### src/rtl/tod_cal_pkg.sv
package tod_cal_pkg;

  localparam int FIELDS = 7;
  localparam int SEL_W  = $clog2(FIELDS);

  // Field order fixes the write selector encoding and the byte lanes.
  typedef struct packed {
    logic [7:0] year;
    logic [7:0] mon;
    logic [7:0] dom;
    logic [7:0] dow;
    logic [7:0] hour;
    logic [7:0] min;
    logic [7:0] sec;
  } calTime_t;

  typedef struct packed {
    logic advance;    // step the binary count by one second
    logic refresh;    // copy the encoded count into the registers
    logic reloadCnt;  // load the count from the (merged) registers
    logic writeReg;   // store wrData into the selected register
  } calStrobe_t;

  localparam calTime_t RESET_TIME = {8'd0, 8'd1, 8'd1, 8'd1, 8'd0, 8'd0, 8'd0};

  function automatic logic [7:0] binToBcd(input logic [7:0] v);
    logic [7:0] tens, ones;
    tens = (v % 8'd100) / 8'd10;
    ones = v % 8'd10;
    return {tens[3:0], ones[3:0]};
  endfunction

  function automatic logic [7:0] bcdToBin(input logic [7:0] b);
    return ({4'd0, b[7:4]} * 8'd10) + {4'd0, b[3:0]};
  endfunction

  function automatic logic [7:0] encodeVal(input logic [7:0] v, input logic bin);
    return bin ? v : binToBcd(v);
  endfunction

  function automatic logic [7:0] decodeVal(input logic [7:0] b, input logic bin);
    return bin ? b : bcdToBin(b);
  endfunction

  function automatic logic [7:0] encodeHour(input logic [7:0] h, input logic bin,
                                            input logic h24);
    logic [7:0] r;
    if (h24) r = encodeVal(h, bin);
    else     r = encodeVal(h % 8'd12, bin) | {(h >= 8'd12), 7'd0};
    return r;
  endfunction

  function automatic logic [7:0] decodeHour(input logic [7:0] b, input logic bin,
                                            input logic h24);
    logic [7:0] r;
    if (h24) r = decodeVal(b, bin);
    else     r = decodeVal({1'b0, b[6:0]}, bin) + (b[7] ? 8'd12 : 8'd0);
    return r;
  endfunction

  function automatic logic isLeapYear(input logic [15:0] y);
    return ((y % 16'd4) == 16'd0) &&
           (((y % 16'd100) != 16'd0) || ((y % 16'd400) == 16'd0));
  endfunction

  function automatic logic [7:0] monthDays(input logic [7:0] m, input logic leap);
    logic [7:0] d;
    case (m)
      8'd2:                   d = leap ? 8'd29 : 8'd28;
      8'd4, 8'd6, 8'd9, 8'd11: d = 8'd30;
      default:                d = 8'd31;
    endcase
    return d;
  endfunction

endpackage

### src/rtl/tod_cal_ctrl.sv
module tod_cal_ctrl
  import tod_cal_pkg::*;
#(
  parameter logic [2:0] OSC_RUN = 3'b010
) (
  input  logic       clk,
  input  logic       rstN,
  input  logic       secTick,
  input  logic [2:0] oscSel,
  input  logic       setMode,
  input  logic       wrEn,
  output calStrobe_t stb,
  output logic       updDone
);

  logic setPrev;
  logic pendQ;
  logic doneQ;
  logic oscOn;
  logic leaveSet;
  logic liveWr;

  always_comb begin
    oscOn         = (oscSel == OSC_RUN);
    leaveSet      = setPrev & ~setMode;
    liveWr        = wrEn & ~setMode;
    stb.writeReg  = wrEn;
    stb.reloadCnt = leaveSet | liveWr;
    // A reload wins over a tick and over a pending refresh.
    stb.advance   = secTick & oscOn & ~stb.reloadCnt;
    stb.refresh   = pendQ & ~setMode & ~stb.reloadCnt;
  end

  always_ff @(posedge clk or negedge rstN) begin
    if (!rstN) begin
      setPrev <= 1'b0;
      pendQ   <= 1'b0;
      doneQ   <= 1'b0;
      updDone <= 1'b0;
    end else begin
      setPrev <= setMode;
      pendQ   <= stb.advance;
      doneQ   <= stb.refresh;
      updDone <= doneQ;
    end
  end

  // a strobe needs a refresh two cycles back, impossible in set mode
  a_r9_no_done_in_set: assert property (@(posedge clk) disable iff (!rstN)
    $past(setMode, 2) |-> !updDone);

endmodule

### src/rtl/tod_cal_dp.sv
module tod_cal_dp
  import tod_cal_pkg::*;
#(
  parameter int BASE_YEAR = 1900
) (
  input  logic             clk,
  input  logic             rstN,
  input  calStrobe_t       stb,
  input  logic             binMode,
  input  logic             h24Mode,
  input  logic [SEL_W-1:0] wrSel,
  input  logic [7:0]       wrData,
  output calTime_t         regTime
);

  localparam logic [15:0] YEAR_BASE = 16'(BASE_YEAR);

  calTime_t cnt;
  calTime_t nxt;
  calTime_t encTime;
  calTime_t mergedTime;
  calTime_t decTime;
  logic [FIELDS-1:0][7:0] regArr;
  logic [FIELDS-1:0][7:0] encArr;
  logic [FIELDS-1:0][7:0] mergedArr;
  logic [FIELDS-1:0][7:0] regNext;
  logic       leap;
  logic [7:0] mlen;

  assign regArr = regTime;
  assign encArr = encTime;

  // Per-lane register input: a write beats a refresh.
  for (genvar i = 0; i < FIELDS; i++) begin : g_lane
    logic hit;
    assign hit          = stb.writeReg && (wrSel == SEL_W'(i));
    assign mergedArr[i] = hit ? wrData : regArr[i];
    assign regNext[i]   = hit ? wrData : (stb.refresh ? encArr[i] : regArr[i]);
  end

  assign mergedTime = mergedArr;

  // Binary count one second ahead.
  always_comb begin
    nxt  = cnt;
    leap = isLeapYear(YEAR_BASE + {8'd0, cnt.year});
    mlen = monthDays(cnt.mon, leap);
    if (cnt.sec < 8'd59) begin
      nxt.sec = cnt.sec + 8'd1;
    end else begin
      nxt.sec = 8'd0;
      if (cnt.min < 8'd59) begin
        nxt.min = cnt.min + 8'd1;
      end else begin
        nxt.min = 8'd0;
        if (cnt.hour < 8'd23) begin
          nxt.hour = cnt.hour + 8'd1;
        end else begin
          nxt.hour = 8'd0;
          nxt.dow  = (cnt.dow >= 8'd7) ? 8'd1 : cnt.dow + 8'd1;
          if (cnt.dom < mlen) begin
            nxt.dom = cnt.dom + 8'd1;
          end else begin
            nxt.dom = 8'd1;
            if (cnt.mon < 8'd12) begin
              nxt.mon = cnt.mon + 8'd1;
            end else begin
              nxt.mon  = 8'd1;
              nxt.year = (cnt.year >= 8'd99) ? 8'd0 : cnt.year + 8'd1;
            end
          end
        end
      end
    end
  end

  // Count to register encoding.
  always_comb begin
    encTime.sec  = encodeVal(cnt.sec, binMode);
    encTime.min  = encodeVal(cnt.min, binMode);
    encTime.hour = encodeHour(cnt.hour, binMode, h24Mode);
    encTime.dow  = encodeVal(cnt.dow, binMode);
    encTime.dom  = encodeVal(cnt.dom, binMode);
    encTime.mon  = encodeVal(cnt.mon, binMode);
    encTime.year = encodeVal(cnt.year, binMode);
  end

  // Register to count decoding, including a write landing this cycle.
  always_comb begin
    decTime.sec  = decodeVal(mergedTime.sec, binMode);
    decTime.min  = decodeVal(mergedTime.min, binMode);
    decTime.hour = decodeHour(mergedTime.hour, binMode, h24Mode);
    decTime.dow  = decodeVal(mergedTime.dow, binMode);
    decTime.dom  = decodeVal(mergedTime.dom, binMode);
    decTime.mon  = decodeVal(mergedTime.mon, binMode);
    decTime.year = decodeVal(mergedTime.year, binMode);
  end

  always_ff @(posedge clk or negedge rstN) begin
    if (!rstN) begin
      cnt     <= RESET_TIME;
      regTime <= RESET_TIME;
    end else begin
      regTime <= regNext;
      if (stb.reloadCnt)    cnt <= decTime;
      else if (stb.advance) cnt <= nxt;
    end
  end

  // seconds never leave 0..59 after an advance
  a_r1_sec_wrap: assert property (@(posedge clk) disable iff (!rstN)
    stb.advance |=> (cnt.sec < 8'd60));

  // a valid weekday stays in 1..7 across an advance
  a_r2_dow_cycle: assert property (@(posedge clk) disable iff (!rstN)
    (stb.advance && cnt.dow >= 8'd1 && cnt.dow <= 8'd7) |=>
      (cnt.dow >= 8'd1 && cnt.dow <= 8'd7));

  // the count moves only under an advance or a reload
  a_r11_count_holds: assert property (@(posedge clk) disable iff (!rstN)
    !(stb.advance || stb.reloadCnt) |=> $stable(cnt));

  // registers change only under a write or a refresh
  a_r9_regs_hold: assert property (@(posedge clk) disable iff (!rstN)
    !(stb.refresh || stb.writeReg) |=> $stable(regTime));

endmodule

### src/rtl/tod_calendar.sv
module tod_calendar
  import tod_cal_pkg::*;
#(
  parameter int         BASE_YEAR = 1900,
  parameter logic [2:0] OSC_RUN   = 3'b010
) (
  input  logic             clk,
  input  logic             rstN,
  input  logic             secTick,
  input  logic             setMode,
  input  logic             binMode,
  input  logic             h24Mode,
  input  logic [2:0]       oscSel,
  input  logic             wrEn,
  input  logic [SEL_W-1:0] wrSel,
  input  logic [7:0]       wrData,
  output logic [7:0]       secOut,
  output logic [7:0]       minOut,
  output logic [7:0]       hourOut,
  output logic [7:0]       dowOut,
  output logic [7:0]       domOut,
  output logic [7:0]       monOut,
  output logic [7:0]       yearOut,
  output logic             updDone
);

  calStrobe_t stb;
  calTime_t   regTime;

  tod_cal_ctrl #(.OSC_RUN(OSC_RUN)) ctrl_i (
    .clk     (clk),
    .rstN    (rstN),
    .secTick (secTick),
    .oscSel  (oscSel),
    .setMode (setMode),
    .wrEn    (wrEn),
    .stb     (stb),
    .updDone (updDone)
  );

  tod_cal_dp #(.BASE_YEAR(BASE_YEAR)) dp_i (
    .clk     (clk),
    .rstN    (rstN),
    .stb     (stb),
    .binMode (binMode),
    .h24Mode (h24Mode),
    .wrSel   (wrSel),
    .wrData  (wrData),
    .regTime (regTime)
  );

  assign secOut  = regTime.sec;
  assign minOut  = regTime.min;
  assign hourOut = regTime.hour;
  assign dowOut  = regTime.dow;
  assign domOut  = regTime.dom;
  assign monOut  = regTime.mon;
  assign yearOut = regTime.year;

endmodule

### config.mk
export PLATFORM = sky130hd
export DESIGN_NAME = tod_calendar
export DESIGN_NICKNAME = d
export VERILOG_FILES = /design/src/rtl/tod_cal_pkg.sv /design/src/rtl/tod_cal_ctrl.sv /design/src/rtl/tod_cal_dp.sv /design/src/rtl/tod_calendar.sv
export SDC_FILE = /design/constraint.sdc
export NUM_CORES = 1
export LEC_CHECK = 0
export BUFFER_PORTS_ARGS = -buffer_cell sky130_fd_sc_hd__buf_4
export CAP_MARGIN = 10
export CELL_PAD_IN_SITES_DETAIL_PLACEMENT = 1
export CELL_PAD_IN_SITES_GLOBAL_PLACEMENT = 2
export CORE_MARGIN = 2
export CORE_UTILIZATION = 34
export DETAILED_ROUTE_END_ITERATION = 8
export GPL_ROUTABILITY_DRIVEN = 0
export HOLD_SLACK_MARGIN = 0.03
export PLACE_DENSITY_LB_ADDON = 0.1
export SYNTH_ARGS = -nofsm -noshare
export SYNTH_HDL_FRONTEND = slang
export SYNTH_SLANG_ARGS = --single-unit
### constraint.sdc
create_clock -name clk -period 3.3 [get_ports clk]
set_input_delay 0.495 -clock clk [delete_from_list [all_inputs] [get_ports clk]]
set_output_delay 0.495 -clock clk [all_outputs]
set_load 0.1 [all_outputs]
==> results_dict.tcl <==
set metrics [dict create \
    remaining_drc_errors 0 \
    hold_depth 1 \
    slew_viol_final 0 \
    diodes 0 \
    area_growth_pct 19.7 \
    cts.path.max_buffers 2 \
    cts_setup_buffers 0 \
    final_util_pct 41.1 \
    worst-r2r-cell-count 11 \
    gr-total-overflow 0 \
    wl_per_cell_microns 21.4 \
    power.density_nw_per_um2 948 \
    die_y_microns 218 \
    period_minus_slack_ns 3.10 \
    synthCells 2167 \
    synth_enable_flop_cells 0 \
    num_vias 16918 \
    grt_most_used_layer "met2" \
    start_kind "input pin" \
    cts.clk_slew.worst_paths_ns 0.06 \
    hold_path_end "ctrl_i.setPrev" \
    min-delay-start "setMode" \
    slew_headroom_pct 40.9 \
    synth_top_cell_by_area "dfrtp_1" \
    first_pass_iters 5 \
    worst_pin_slew_ns 0.881 \
    r2r_start "dp_i.cnt[40]" \
    synth-async-reset-ratio_pct 100 \
    yosys-top-cells-area "dfrtp_1 (18%), ha_1 (7.0%), o21ai_0 (6.7%), a21oi_1 (6.2%), nand2_1 (5.5%)" \
    grt_pass1_wl_microns 98700 \
    fillers 5691 \
    worstSkewPairLatency_ns 0.44 \
    finalWorstSetupSlack_ns 0.203 \
    finalCritPeriodShare_pct 93.8 \
    clkSinkCount 116 \
    design.core.area_sq_um 45300 \
    drive_above_1_share_pct 18.5 \
    cts-buffers-inserted 17 \
    cp.required_ns 3.65 \
    timing.hold.ws_ns 0.245 \
    fin_worst_skew_ns 0.0168 \
    tritoncts "yes" \
    final_common_cell "buf_4" \
    clock.fmax_mhz 323 \
    syn-num-nets 2290 \
    fin_tns_setup_ns 0 \
    yosysUniqueCellTypes 101 \
    synth_warnings 0 \
    hold_viol 0 \
    crit_type "input pin to flip-flop" \
    io_pins 78 \
    met2_usage_pct 43.4 \
    antenna_found_initial 4 \
    regToRegSetupSlack_ns 0.22 \
    hold_path_class "input pin to flip-flop" \
    synth.yosys.seq_area_share_pct 18.7 \
    vias_per_cell 5.86 \
    grt.total_usage_pct 25.9 \
    grt_setup_unrepaired "false" \
    start_util_pct 34.4 \
    grt_util_met1_pct 35.0 \
    peakVddDrop_v 0.000418 \
    final_cell_mix "buf_4 (271), nand2_1 (225), o21ai_0 (201)" \
    grt_max_degree 61 \
    cap_violations 0 \
    grt_use_met3_pct 2.94 \
    dpl-instance-area_sq_um 18000 \
    setup_viol 0 \
    first_iter_violations 1101 \
    r2r-end "dp_i.cnt[41]" \
    hpwl_microns 46200 \
    rows 78 \
    syn_area_per_cell_sq_um 7.18 \
    critPathMaxFanout 6 \
    synth_seq_cells 116 \
    die_w_microns 218 \
    final_cells 2886 \
    arrival_ns 3.45 \
    synthesis.area_sq_um 15600 \
    routed_wl_microns 61700 \
    h-tree-depth 4 \
    dieArea_sq_um 47500 \
    ant_nets 0 \
    stdcell_area_sq_um 18600 \
    worst_setup_path_end_kind "flip-flop" \
    status "finished, final reports clean" \
    synth_top_area_share_pct 17.7 \
    cts_root_buffer "clkbuf_16" \
    dp_slack_ns -0.203 \
    total_power_mw 17.7 \
    dp_cells 2854 \
    synthFlopType "dfrtp_1" \
    port_buffers 77 \
    grt_pass1_vias 17175 \
    leakage_nw 7.78 \
    fin_nets 2397 \
]
==> cells by family after synthesis <==
family | count (synthesis) | share of synthesized area, %
xor gates and xnor gates | 72 | 4.05
and+or+nand+nor | 763 | 24.4
muxes | 71 | 4.87
DFF | 116 | 18.7
adders and majority gates | 105 | 9.12
buffers and inverters | 282 | 7.38
AOI/OAI and AO/OA | 758 | 31.4
==> power by group <==
group | total (mW) | internal (mW) | switching (mW)
clock | 2.05 | 1.32 | 0.728
sequential | 2.82 | 1.84 | 0.977
combinational | 12.8 | 5.00 | 7.79
==> final cells by class <==
class	count	area [sq um]	area share (%)
multi-input combinational	1769	11800	63.3
sequential	116	2910	15.6
timing repair buffer	281	2210	11.8
tap	600	751	4.03
clock buffer	23	478	2.57
inverter	89	334	1.79
clock inverter	8	149	0.799
==> metal layers <==
metal / vias to the layer above / part of all wire, %
li1: 8124 / -
met1: 8406 / 47
met2: 309 / 47
met3: 73 / 3.3
met4: 6 / 2.4
met5: - / 0.060
==> critical path: stages <==
cell and delay [ns]:
buf_4 0.12, and4bb_2 0.35, buf_4 0.21, mux2i_1 0.27, inv_1 0.12, fa_1 0.46, xnor2_1 0.25, o21ai_2 0.12
fa_1 0.40, inv_1 0.10, xnor2_1 0.13, o21ai_1 0.08, o32a_1 0.18, o21ai_1 0.15
==> flip-flops by register name (all words and copies together), names as in the netlist <==
signal,flops
dp_i.regTime,56
ctrl_i.updDone,1
ctrl_i.pendQ,1
ctrl_i.doneQ,1
dp_i.cnt,56
ctrl_i.setPrev,1
==> synth_stat cells (11+ instances only) <==
| master | n |
|---|---|
| nor3b_1 | 17 |
| xnor2_1 | 47 |
| or3_1 | 17 |
| a22oi_1 | 19 |
| dfrtp_1 | 110 |
| mux2_2 | 20 |
| or2_2 | 14 |
| buf_2 | 31 |
| clkbuf_1 | 124 |
| nand3b_1 | 12 |
| o31ai_1 | 12 |
| mux2i_1 | 48 |
| o211ai_1 | 37 |
| fa_1 | 15 |
| inv_1 | 85 |
| a221oi_1 | 13 |
| xor2_1 | 25 |
| nor3_1 | 61 |
| o22ai_1 | 32 |
| a22o_1 | 14 |
| nor2b_1 | 46 |
| o21ai_0 | 209 |
| nand3_1 | 58 |
| nand2_1 | 227 |
| and3_1 | 19 |
| o21bai_1 | 11 |
| o221ai_1 | 17 |
| a21oi_1 | 194 |
| a31oi_1 | 26 |
| a211oi_1 | 27 |
| buf_1 | 27 |
| nor2_1 | 167 |
| nand2b_1 | 66 |
| a21o_1 | 16 |
| ha_1 | 87 |
==> what timing repair did <==
item | in CTS | in global routing
resized for setup | 0 | 5
endpoints found under the setup margin | 0 | 5
endpoints found under the hold margin | 32 | 0
hold buffers | 1 | 0
==> worst max path at each step <==
stage,startpoint,end,slack (ns),cells after the start
final,wrSel[2],dp_i.cnt[20],0.20,14
after global routing,wrSel[2],dp_i.cnt[20],0.04,14
after CTS,dp_i.cnt[13],dp_i.cnt[41],0.13,9
after detailed placement,wrSel[2],dp_i.cnt[23],-0.20,13
after global placement,wrSel[2],dp_i.cnt[23],-0.11,13
after floorplan,wrEn,dp_i.cnt[15],-0.04,15
No activity file was read; power rests on OpenSTA's default activity.
